File: src/rtl/lvc_pkg.sv
package lvc_pkg;

    typedef enum logic [1:0] {
        MODE_IDLE = 2'd0,
        MODE_TEST = 2'd1,
        MODE_RUN  = 2'd2
    } lvc_mode_e;

    typedef enum logic [2:0] {
        MA_RISE_VS_FALL  = 3'd0,
        MA_FALL_VS_RISE  = 3'd1,
        MA_LOW_AGG_RISE  = 3'd2,
        MA_LOW_AGG_FALL  = 3'd3,
        MA_HIGH_AGG_RISE = 3'd4,
        MA_HIGH_AGG_FALL = 3'd5
    } ma_case_e;

    localparam logic [2:0] MA_LAST_CASE = 3'd5;

    // value on the victim wire and on every aggressor wire for one vector
    typedef struct packed {
        logic vic;
        logic agg;
    } ma_drive_t;

    function automatic ma_drive_t ma_drive(ma_case_e c, logic final_vec);
        ma_drive_t d;
        unique case (c)
            MA_RISE_VS_FALL:  d = '{vic: final_vec,  agg: ~final_vec};
            MA_FALL_VS_RISE:  d = '{vic: ~final_vec, agg: final_vec};
            MA_LOW_AGG_RISE:  d = '{vic: 1'b0,       agg: final_vec};
            MA_LOW_AGG_FALL:  d = '{vic: 1'b0,       agg: ~final_vec};
            MA_HIGH_AGG_RISE: d = '{vic: 1'b1,       agg: final_vec};
            MA_HIGH_AGG_FALL: d = '{vic: 1'b1,       agg: ~final_vec};
            default:          d = '{vic: 1'b0,       agg: 1'b0};
        endcase
        return d;
    endfunction

endpackage

File: src/rtl/lvc_patgen.sv
module lvc_patgen
    import lvc_pkg::*;
#(
    parameter int WIDTH = 8
) (
    input  logic             clk,
    input  logic             rst,
    input  logic             clear,
    input  logic             adv,
    output logic [WIDTH-1:0] pat,
    output logic             last
);
    localparam int VW = (WIDTH > 1) ? $clog2(WIDTH) : 1;
    localparam logic [VW-1:0] VIC_LAST = VW'(WIDTH - 1);

    logic [VW-1:0] vic_q;
    ma_case_e      case_q;
    logic          fin_q;
    ma_drive_t     drv;

    assign drv = ma_drive(case_q, fin_q);

    for (genvar b = 0; b < WIDTH; b++) begin : g_bit
        assign pat[b] = (vic_q == VW'(b)) ? drv.vic : drv.agg;
    end

    assign last = (vic_q == VIC_LAST) && (case_q == ma_case_e'(MA_LAST_CASE)) && fin_q;

    always_ff @(posedge clk) begin
        if (rst || clear) begin
            vic_q  <= '0;
            case_q <= MA_RISE_VS_FALL;
            fin_q  <= 1'b0;
        end else if (adv) begin
            fin_q <= ~fin_q;
            if (fin_q) begin
                if (case_q == ma_case_e'(MA_LAST_CASE)) begin
                    case_q <= MA_RISE_VS_FALL;
                    vic_q  <= (vic_q == VIC_LAST) ? '0 : vic_q + 1'b1;
                end else begin
                    case_q <= ma_case_e'(case_q + 3'd1);
                end
            end
        end
    end

    // every driven vector has all aggressors equal
    assert_pattern_shape_R3: assert property (@(posedge clk) disable iff (rst)
        adv |-> ($countones(pat) <= 1 || $countones(pat) >= WIDTH - 1));

endmodule

File: src/rtl/lvc_pass_chk.sv
module lvc_pass_chk #(
    parameter int WIDTH = 8
) (
    input  logic             clk,
    input  logic             rst,
    input  logic             clear,
    input  logic             drv_valid,
    input  logic [WIDTH-1:0] drv_pat,
    input  logic [WIDTH-1:0] rx,
    output logic             bad
);
    logic [WIDTH-1:0] exp_q;
    logic             chk_q;
    logic             acc_q;
    logic             cur_mis;

    assign cur_mis = chk_q && (rx != exp_q);
    assign bad     = acc_q || cur_mis;

    always_ff @(posedge clk) begin
        if (rst) begin
            exp_q <= '0;
            chk_q <= 1'b0;
            acc_q <= 1'b0;
        end else begin
            exp_q <= drv_pat;
            chk_q <= drv_valid;
            if (clear)        acc_q <= 1'b0;
            else if (cur_mis) acc_q <= 1'b1;
        end
    end

    // once a mismatch is seen the pass stays failed until cleared
    assert_bad_holds_R4: assert property (@(posedge clk) disable iff (rst)
        (bad && !clear) |=> bad);

endmodule

File: src/rtl/lvc_shadow_mon.sv
module lvc_shadow_mon #(
    parameter int WIDTH       = 8,
    parameter int CLEAN_LIMIT = 1024
) (
    input  logic             clk,
    input  logic             rst,
    input  logic             clear,
    input  logic             eval,
    input  logic [WIDTH-1:0] main_s,
    input  logic [WIDTH-1:0] shadow_s,
    output logic             mis,
    output logic             clean_hit
);
    localparam int CW = (CLEAN_LIMIT > 1) ? $clog2(CLEAN_LIMIT) : 1;
    localparam logic [CW-1:0] CNT_TOP = CW'(CLEAN_LIMIT - 1);

    logic [CW-1:0] cnt_q;

    assign mis       = eval && (main_s != shadow_s);
    assign clean_hit = eval && !mis && (cnt_q == CNT_TOP);

    always_ff @(posedge clk) begin
        if (rst || clear)               cnt_q <= '0;
        else if (eval) begin
            if (mis || clean_hit)       cnt_q <= '0;
            else                        cnt_q <= cnt_q + 1'b1;
        end
    end

    // the clean run counter never passes its limit
    assert_count_bound_R9: assert property (@(posedge clk) disable iff (rst)
        cnt_q <= CNT_TOP);

    // a mismatch restarts the count
    assert_count_restart_R9: assert property (@(posedge clk) disable iff (rst)
        mis |=> cnt_q == '0);

endmodule

File: src/rtl/lvc_ctrl.sv
module lvc_ctrl
    import lvc_pkg::*;
#(
    parameter int WIDTH       = 8,
    parameter int LVL_W       = 4,
    parameter int SETTLE      = 16,
    parameter int CLEAN_LIMIT = 1024
) (
    input  logic             clk,
    input  logic             rst,
    input  logic             start_i,
    input  logic [WIDTH-1:0] rx_i,
    input  logic [WIDTH-1:0] main_i,
    input  logic [WIDTH-1:0] shadow_i,
    output logic [LVL_W-1:0] level_o,
    output logic [WIDTH-1:0] pat_o,
    output logic [1:0]       mode_o,
    output logic             fail_o
);
    localparam int WCW = $clog2(SETTLE + 1);
    localparam logic [WCW-1:0]   SETTLE_V = WCW'(SETTLE);
    localparam logic [LVL_W-1:0] LVL_MAX  = '1;

    lvc_mode_e        st_q;
    logic [LVL_W-1:0] lvl_q;
    logic [WCW-1:0]   wait_q;
    logic             drain_q;
    logic             fail_q;

    logic             settled, drive, decide, pass_restart, run_enter;
    logic [WIDTH-1:0] gen_pat;
    logic             gen_last, pass_bad, run_mis, run_hit;

    assign settled      = (wait_q == '0);
    assign drive        = (st_q == MODE_TEST) && settled && !drain_q;
    assign decide       = (st_q == MODE_TEST) && settled && drain_q;
    assign pass_restart = ((st_q == MODE_IDLE) && start_i)
                        || (decide && !pass_bad && lvl_q != '0);
    assign run_enter    = decide && (pass_bad || lvl_q == '0);

    lvc_patgen #(.WIDTH(WIDTH)) u_gen (
        .clk   (clk),
        .rst   (rst),
        .clear (pass_restart),
        .adv   (drive),
        .pat   (gen_pat),
        .last  (gen_last)
    );

    lvc_pass_chk #(.WIDTH(WIDTH)) u_chk (
        .clk       (clk),
        .rst       (rst),
        .clear     (pass_restart),
        .drv_valid (drive),
        .drv_pat   (pat_o),
        .rx        (rx_i),
        .bad       (pass_bad)
    );

    lvc_shadow_mon #(.WIDTH(WIDTH), .CLEAN_LIMIT(CLEAN_LIMIT)) u_mon (
        .clk       (clk),
        .rst       (rst),
        .clear     (run_enter),
        .eval      ((st_q == MODE_RUN) && settled),
        .main_s    (main_i),
        .shadow_s  (shadow_i),
        .mis       (run_mis),
        .clean_hit (run_hit)
    );

    always_ff @(posedge clk) begin
        if (rst) begin
            st_q    <= MODE_IDLE;
            lvl_q   <= LVL_MAX;
            wait_q  <= '0;
            drain_q <= 1'b0;
            fail_q  <= 1'b0;
        end else begin
            unique case (st_q)
                MODE_IDLE: begin
                    if (start_i) begin
                        st_q    <= MODE_TEST;
                        wait_q  <= SETTLE_V;
                        drain_q <= 1'b0;
                    end
                end
                MODE_TEST: begin
                    if (!settled) begin
                        wait_q <= wait_q - 1'b1;
                    end else if (!drain_q) begin
                        if (gen_last) drain_q <= 1'b1;
                    end else begin
                        drain_q <= 1'b0;
                        wait_q  <= SETTLE_V;
                        if (!pass_bad) begin
                            if (lvl_q != '0) lvl_q <= lvl_q - 1'b1;
                            else             st_q  <= MODE_RUN;
                        end else begin
                            st_q <= MODE_RUN;
                            if (lvl_q == LVL_MAX) fail_q <= 1'b1;
                            else                  lvl_q  <= lvl_q + 1'b1;
                        end
                    end
                end
                MODE_RUN: begin
                    if (!settled) begin
                        wait_q <= wait_q - 1'b1;
                    end else if (run_mis) begin
                        if (lvl_q == LVL_MAX) begin
                            fail_q <= 1'b1;
                        end else begin
                            lvl_q  <= lvl_q + 1'b1;
                            wait_q <= SETTLE_V;
                        end
                    end else if (run_hit && lvl_q != '0) begin
                        lvl_q  <= lvl_q - 1'b1;
                        wait_q <= SETTLE_V;
                    end
                end
                default: st_q <= MODE_IDLE;
            endcase
        end
    end

    assign level_o = lvl_q;
    assign pat_o   = drive ? gen_pat : '0;
    assign mode_o  = st_q;
    assign fail_o  = fail_q;

    // fail flag never clears outside reset
    assert_fail_sticky_R10: assert property (@(posedge clk) disable iff (rst)
        fail_o |=> fail_o);

    // level moves by at most one step per cycle
    assert_level_step_R5: assert property (@(posedge clk) disable iff (rst)
        1'b1 |=> (level_o == $past(level_o) || level_o == $past(level_o) + 1'b1
                  || level_o == $past(level_o) - 1'b1));

    // level holds while the settle window runs
    assert_settle_hold_R7: assert property (@(posedge clk) disable iff (rst)
        (wait_q != '0) |=> $stable(level_o));

    // mismatch at the top level flags failure and keeps the level
    assert_max_mismatch_R8: assert property (@(posedge clk) disable iff (rst)
        (run_mis && level_o == LVL_MAX) |=> (fail_o && level_o == LVL_MAX));

    // run mode is left only through reset
    assert_run_stays_R2: assert property (@(posedge clk) disable iff (rst)
        (mode_o == 2'd2) |=> (mode_o == 2'd2));

endmodule

File: config.mk
export PLATFORM = sky130hd
export DESIGN_NAME = lvc_ctrl
export DESIGN_NICKNAME = d
export VERILOG_FILES = /design/src/rtl/lvc_pkg.sv /design/src/rtl/lvc_patgen.sv /design/src/rtl/lvc_pass_chk.sv /design/src/rtl/lvc_shadow_mon.sv /design/src/rtl/lvc_ctrl.sv
export SDC_FILE = /design/constraint.sdc
export NUM_CORES = 1
export LEC_CHECK = 0
export BUFFER_PORTS_ARGS = -buffer_cell sky130_fd_sc_hd__buf_2
export CELL_PAD_IN_SITES_DETAIL_PLACEMENT = 1
export CELL_PAD_IN_SITES_GLOBAL_PLACEMENT = 1
export CORE_MARGIN = 4
export CORE_UTILIZATION = 38
export DETAILED_ROUTE_END_ITERATION = 12
export PLACE_DENSITY_LB_ADDON = 0.1
export SLEW_MARGIN = 20
export SYNTH_ARGS = -nofsm -noshare
export SYNTH_HDL_FRONTEND = slang
export SYNTH_SLANG_ARGS = --single-unit
File: constraint.sdc
create_clock -name clk -period 2.5 [get_ports clk]
set_input_delay 0.75 -clock clk [delete_from_list [all_inputs] [get_ports clk]]
set_output_delay 0.75 -clock clk [all_outputs]
set_load 0.05 [all_outputs]
**Yosys cells after proc, flatten, opt, wreduce, memory -nomap -nowiden**

Index checks and enable logic that the tools add are counted.

- Register bits: 40
- Latch bits: 0
- RAM bits: 0
- ROM bits: 0
- Bits of input ports: 27
- Output and inout port bits: 15
- Logic and storage cells: 139
- Memories: 0

- $add $sub $neg: 6
- Multiply operators: 0
- Div/mod/pow operators: 0
- Order comparisons: 0
- Equality and inequality tests: 30
- Shift-type cells: 0
- Mux-type cells: 48
- Bitwise operators: 2
- Reductions and logical operators: 41

Operator list:

| kind | number |
|---|---|
| $mux W5 | 7 |
| $mux W4 | 8 |
| $eq A3 B3 Y1 const B | 6 |
| $mux W1 | 18 |
| $ne A8 B8 Y1 | 2 |
| $logic_and A1 B1 Y1 | 15 |
| $pmux W5 S3 | 1 |
| $eq A3 B2 Y1 const B | 4 |
| $pmux W2 S6 | 1 |
| $reduce_and A6 Y1 | 2 |
| $add A10 B1 Y10 const B | 1 |
| $eq A10 B10 Y1 const B | 1 |
| $mux W10 | 1 |
| $mux W2 | 5 |
| $ne A2 B2 Y1 const B | 5 |
| $reduce_and A5 Y1 | 2 |
| $mux W8 | 1 |
| $pmux W4 S2 | 1 |
| $add A3 B1 Y3 const B | 2 |
| $eq A3 B1 Y1 const B | 2 |
| $logic_not A3 Y1 | 2 |
| $logic_or A1 B1 Y1 | 6 |
| $mux W3 | 2 |
| $ne A3 B3 Y1 const B | 2 |
| 24 further kinds | 30 |

**Longest topological paths before layout**

- Word-level depth: 11
- Gate-level depth with buffers: 10
- Gate-level depth less buffers: 9

**Cells and area by module**

A second synthesis with hierarchy kept.

- Cells, all modules: 303
- Area total of the unflattened synthesis: 2665.1 um2

Modules (own cells, without submodules):

| module | times used | cells an instance | area each (um2) | sequential area each (um2) |
|---|---|---|---|---|
| lvc_ctrl | 1 | 135 | 1064.8 | 260.2 |
| lvc_patgen | 1 | 69 | 618.1 | 140.1 |
| lvc_shadow_mon | 1 | 66 | 618.1 | 200.2 |
| lvc_pass_chk | 1 | 33 | 364.1 | 200.2 |

**Least setup slack after synthesis**

No wires, ideal clock.

- Kind: register to output
- Start: register wait_q[0]
- End: output pat_o[0]
- Data arrival time: 2.402 ns
- Data required time: 1.750 ns
- Path slack: -0.652 ns
- Cell stages (with the launch flop): 9
- Path buffers: 3
- Cell sequence: dfxtp_1 > inv_1 > ha_1 > or4b_1 > buf_4 > or2_2 > clkbuf_1 > clkbuf_1 > nor2_1

- Cells in the longest elaborated chain, start to end: 4

Ends and longest elaborated chain:

| what | line | text |
|---|---|---|
| from (decl) | lvc_ctrl.sv:26 | `logic [WCW-1:0] wait_q;` |
| from (signal assigned) | lvc_ctrl.sv:89 | `wait_q <= wait_q - 1'b1;` |
| from (signal assigned) | lvc_ctrl.sv:107 | `wait_q <= wait_q - 1'b1;` |
| $logic_not A5 Y1 | lvc_ctrl.sv:34 | `assign settled = (wait_q == '0);` |
| $logic_and A1 B1 Y1 (2 in a row) | lvc_ctrl.sv:35 | `assign drive = (st_q == MODE_TEST) && settled && !drain_q;` |
| $mux W8 | lvc_ctrl.sv:126 | `assign pat_o = drive ? gen_pat : '0;` |
| to (decl) | lvc_ctrl.sv:16 | `output logic [WIDTH-1:0] pat_o,` |

Every way passes these cells.

**Final worst setup path**

- Start: register u_gen.case_q[0]
- End: output pat_o[6]

- Cells in the longest elaborated chain, start to end: 4
- Elaborated cells between the ends (all ways): 9
- Those cells by class: eq/ne: 5; mux: 3; reduce/logical: 1

Ends and longest elaborated chain:

| what | line | text |
|---|---|---|
| from (decl) | lvc_patgen.sv:17 | `ma_case_e case_q;` |
| from (signal assigned) | lvc_patgen.sv:41 | `case_q <= ma_case_e'(case_q + 3'd1);` |
| $eq A3 B3 Y1 (tied with other cells) | lvc_pkg.sv:28 | `unique case (c)` |
| $pmux W2 S6 * | lvc_pkg.sv:28 |  |
| $mux W1 * | lvc_patgen.sv:24 | `assign pat[b] = (vic_q == VW'(b)) ? drv.vic : drv.agg;` |
| $mux W8 * | lvc_ctrl.sv:126 |  |

Mark *: on every way between the ends. The rest lies on a longest branch, timed or not.

==> results.toml <==
[cells_and_area]
area_growth_pct = 37.1
diodes = 0
drive_above_1_share = 0.375
layout.cells.non_filler = 477
utilization = 0.546
stdcell_area_um2 = 3530
final_net_count = 444

[clock_tree]
cts_made_buffers = 5
insertion_delay_ns = 0.29
cts_root_buffer = "clkbuf_8"
clk_pin_slew_worst_paths_ns = 0.07
cts_buffer_depth = 2
hold_buffers = 0
cts_tree = "built"
cts_sinks = 40
htree_levels = 2

[drt]
ant_nets = 0
first_pass_iters = 4
wl_per_cell_um = 15.5
drc = 0
via_count = 2542
drt_wl_total_um = 7400
drt_first_iter_violations = 71
via_per_inst = 5.33

[place]
dpl.cell_count = 460
io_buffers = 41
gp_congestion = 0.786
dp_hpwl_um = 5520
post_dp_cell_area_um2 = 3250
pre_cts_slack_ns = -0.225

[power]
p_total_mw = 2.05
peakVddDrop_uv = 296
p_leak_nw = 1.58
power.density_nw_per_um2 = 580

[yosys]
synth_area_per_cell_um2 = 8.30
yosysWarnings = 0
yosysTopAreaCellShare = 0.311
ys_types = 57
ys_seq_elements = 40
synth_edf_count = 0
synthTopCellsByCount = "nor2_1 (44), dfxtp_1 (40), a21oi_1 (27), xor2_1 (24), nand2_1 (18)"
synthCells = 310
synthFlopType = "dfxtp_1"
yosys.area.top_type = "dfxtp_1"
syn_area_um2 = 2570
seq_area_frac_synth = 0.311
ys_top_cells_by_area = "dfxtp_1 (31%), ha_1 (8.3%), xor2_1 (8.2%)"
syn_nets = 354
async_flop_share = 0
synth.most_common_cell = "nor2_1"

[global_routing]
track_usage = 0.181
grtUsageMet3 = 0.0442
grt_use_met2 = 0.335
grt.busiest_layer = "met2"
grt_overflow = 0
grt_pass1_vias = 2583
grtUsageMet1 = 0.210
grt_pass1_wl_um = 12200
grt_max_degree = 20
grt_antenna_before_repair = 0

[critical_path]
arrival_ns = 2.05
cpLargestDelayFamily = "compound AO/OA/AOI/OAI gates"
slowest_delay_ns = 0.33
critPathBufInv = 2
critPathMaxFanout = 6
required_ns = 1.75
end_kind = "output port"
critPathSlowestCell = "dfxtp_2"
worstSetupStartpointType = "register"
critPathKind = "reg2out"
cp_cell_sequence = "and2_4 -> ha_4 -> nor2_4 -> a221oi_2 -> o21ai_2 -> buf_4 -> a21o_1 -> a21oi_4 -> buf_6"

[die]
rows = 29
die_h_um = 90.3
die_area_um2 = 8150
io_pins = 42
start_util = 0.398
core_um2 = 6460
die_width_um = 90.3

[outcome]
violations = "setup timing"
status = "finished with violations"

[timing]
rsz0062_at_grt = "yes"
worstMarginPinSlew_ns = 0.467
clock_skew_ns = 0.00617
setup_viol = 8
fmax_mhz = 357
holdWs_ns = 0.480
slew_viol_final = 0
fin_crit_ns = 2.80
setup_slack_ns = -0.297
tns_ns = -2.13
finalHoldViolations = 0
relSlewSlack = 0.680
period_share = 1.12

[run]
drv_cap = 0

[min_path]
min_path_type = "reg2reg"
## cells by family after synthesis
| logic type | after synthesis | synth area share |
|---|---|---|
| and+or+nand+nor | 123 | 0.252 |
| DFF | 40 | 0.311 |
| AOI/OAI and AO/OA | 67 | 0.176 |
| muxes | 8 | 0.0316 |
| adders and majority gates | 17 | 0.0826 |
| buffers and inverters | 28 | 0.0549 |
| xor gates and xnor gates | 27 | 0.0919 |
## flip-flops by register name, indices dropped and copies added, names as in the netlist, 2 cells and up
signal	cells
u_mon.cnt_q	10
mode_o	2
wait_q	5
level_o	4
u_gen.case_q	3
u_gen.vic_q	3
u_chk.exp_q	8
## power by group
group / leakage, nW / internal (mW) / switching (mW)
Sequential: 0.327 / 0.679 / 0.0284
Clock: 0.0410 / 0.190 / 0.218
Combinational: 1.21 / 0.408 / 0.524
## tightest hold or removal path, stage by stage, from the launching register on
cell     delay (ns)
dfxtp_1        0.33
a21oi_1        0.04
nor2_1         0.07
## area by class of cell
cell class	count	area [um^2]
timing repair buffer	97	691
inverter	14	52.6
clock buffer	6	72.6
tap	77	96.3
clock inverter	1	5.00
sequential	40	807
multi-input combinational	242	1810
fill	776	2930
## path summary, 6_finish.rpt
kind | start | to | slack (ns) | cells after the start
worst min-delay path | fail_o | fail_o | 0.48 | 2
worst max register to register | wait_q[1] | level_o[0] | 0.07 | 11
worst max-delay path | u_gen.case_q[0] | pat_o[6] | -0.30 | 9
worst min register to register | fail_o | fail_o | 0.48 | 2
## what timing repair did
item,in CTS,in global routing
pin swaps,3,11
setup buffers,2,8
endpoints found under the setup margin,9,13
gates resized for setup,19,16
## layout by cell type, fill, tap and decap left out, types with 12 or more instances in the layout
cell type	n
ha_1	15
dfxtp_1	35
nor2_1	37
nand3_1	12
buf_4	55
a21oi_1	22
xor2_1	24
buf_2	33
inv_1	12
nand2_1	18
## metal layers
layer	up-vias	routed length, um	part of all wire
met1	1240	3150	0.43
met4	0	82	0.011
met2	32	3930	0.53
met3	7	236	0.032
met5	-	0	0
li1	1263	-	-
(Power assumes the default switching activity.)
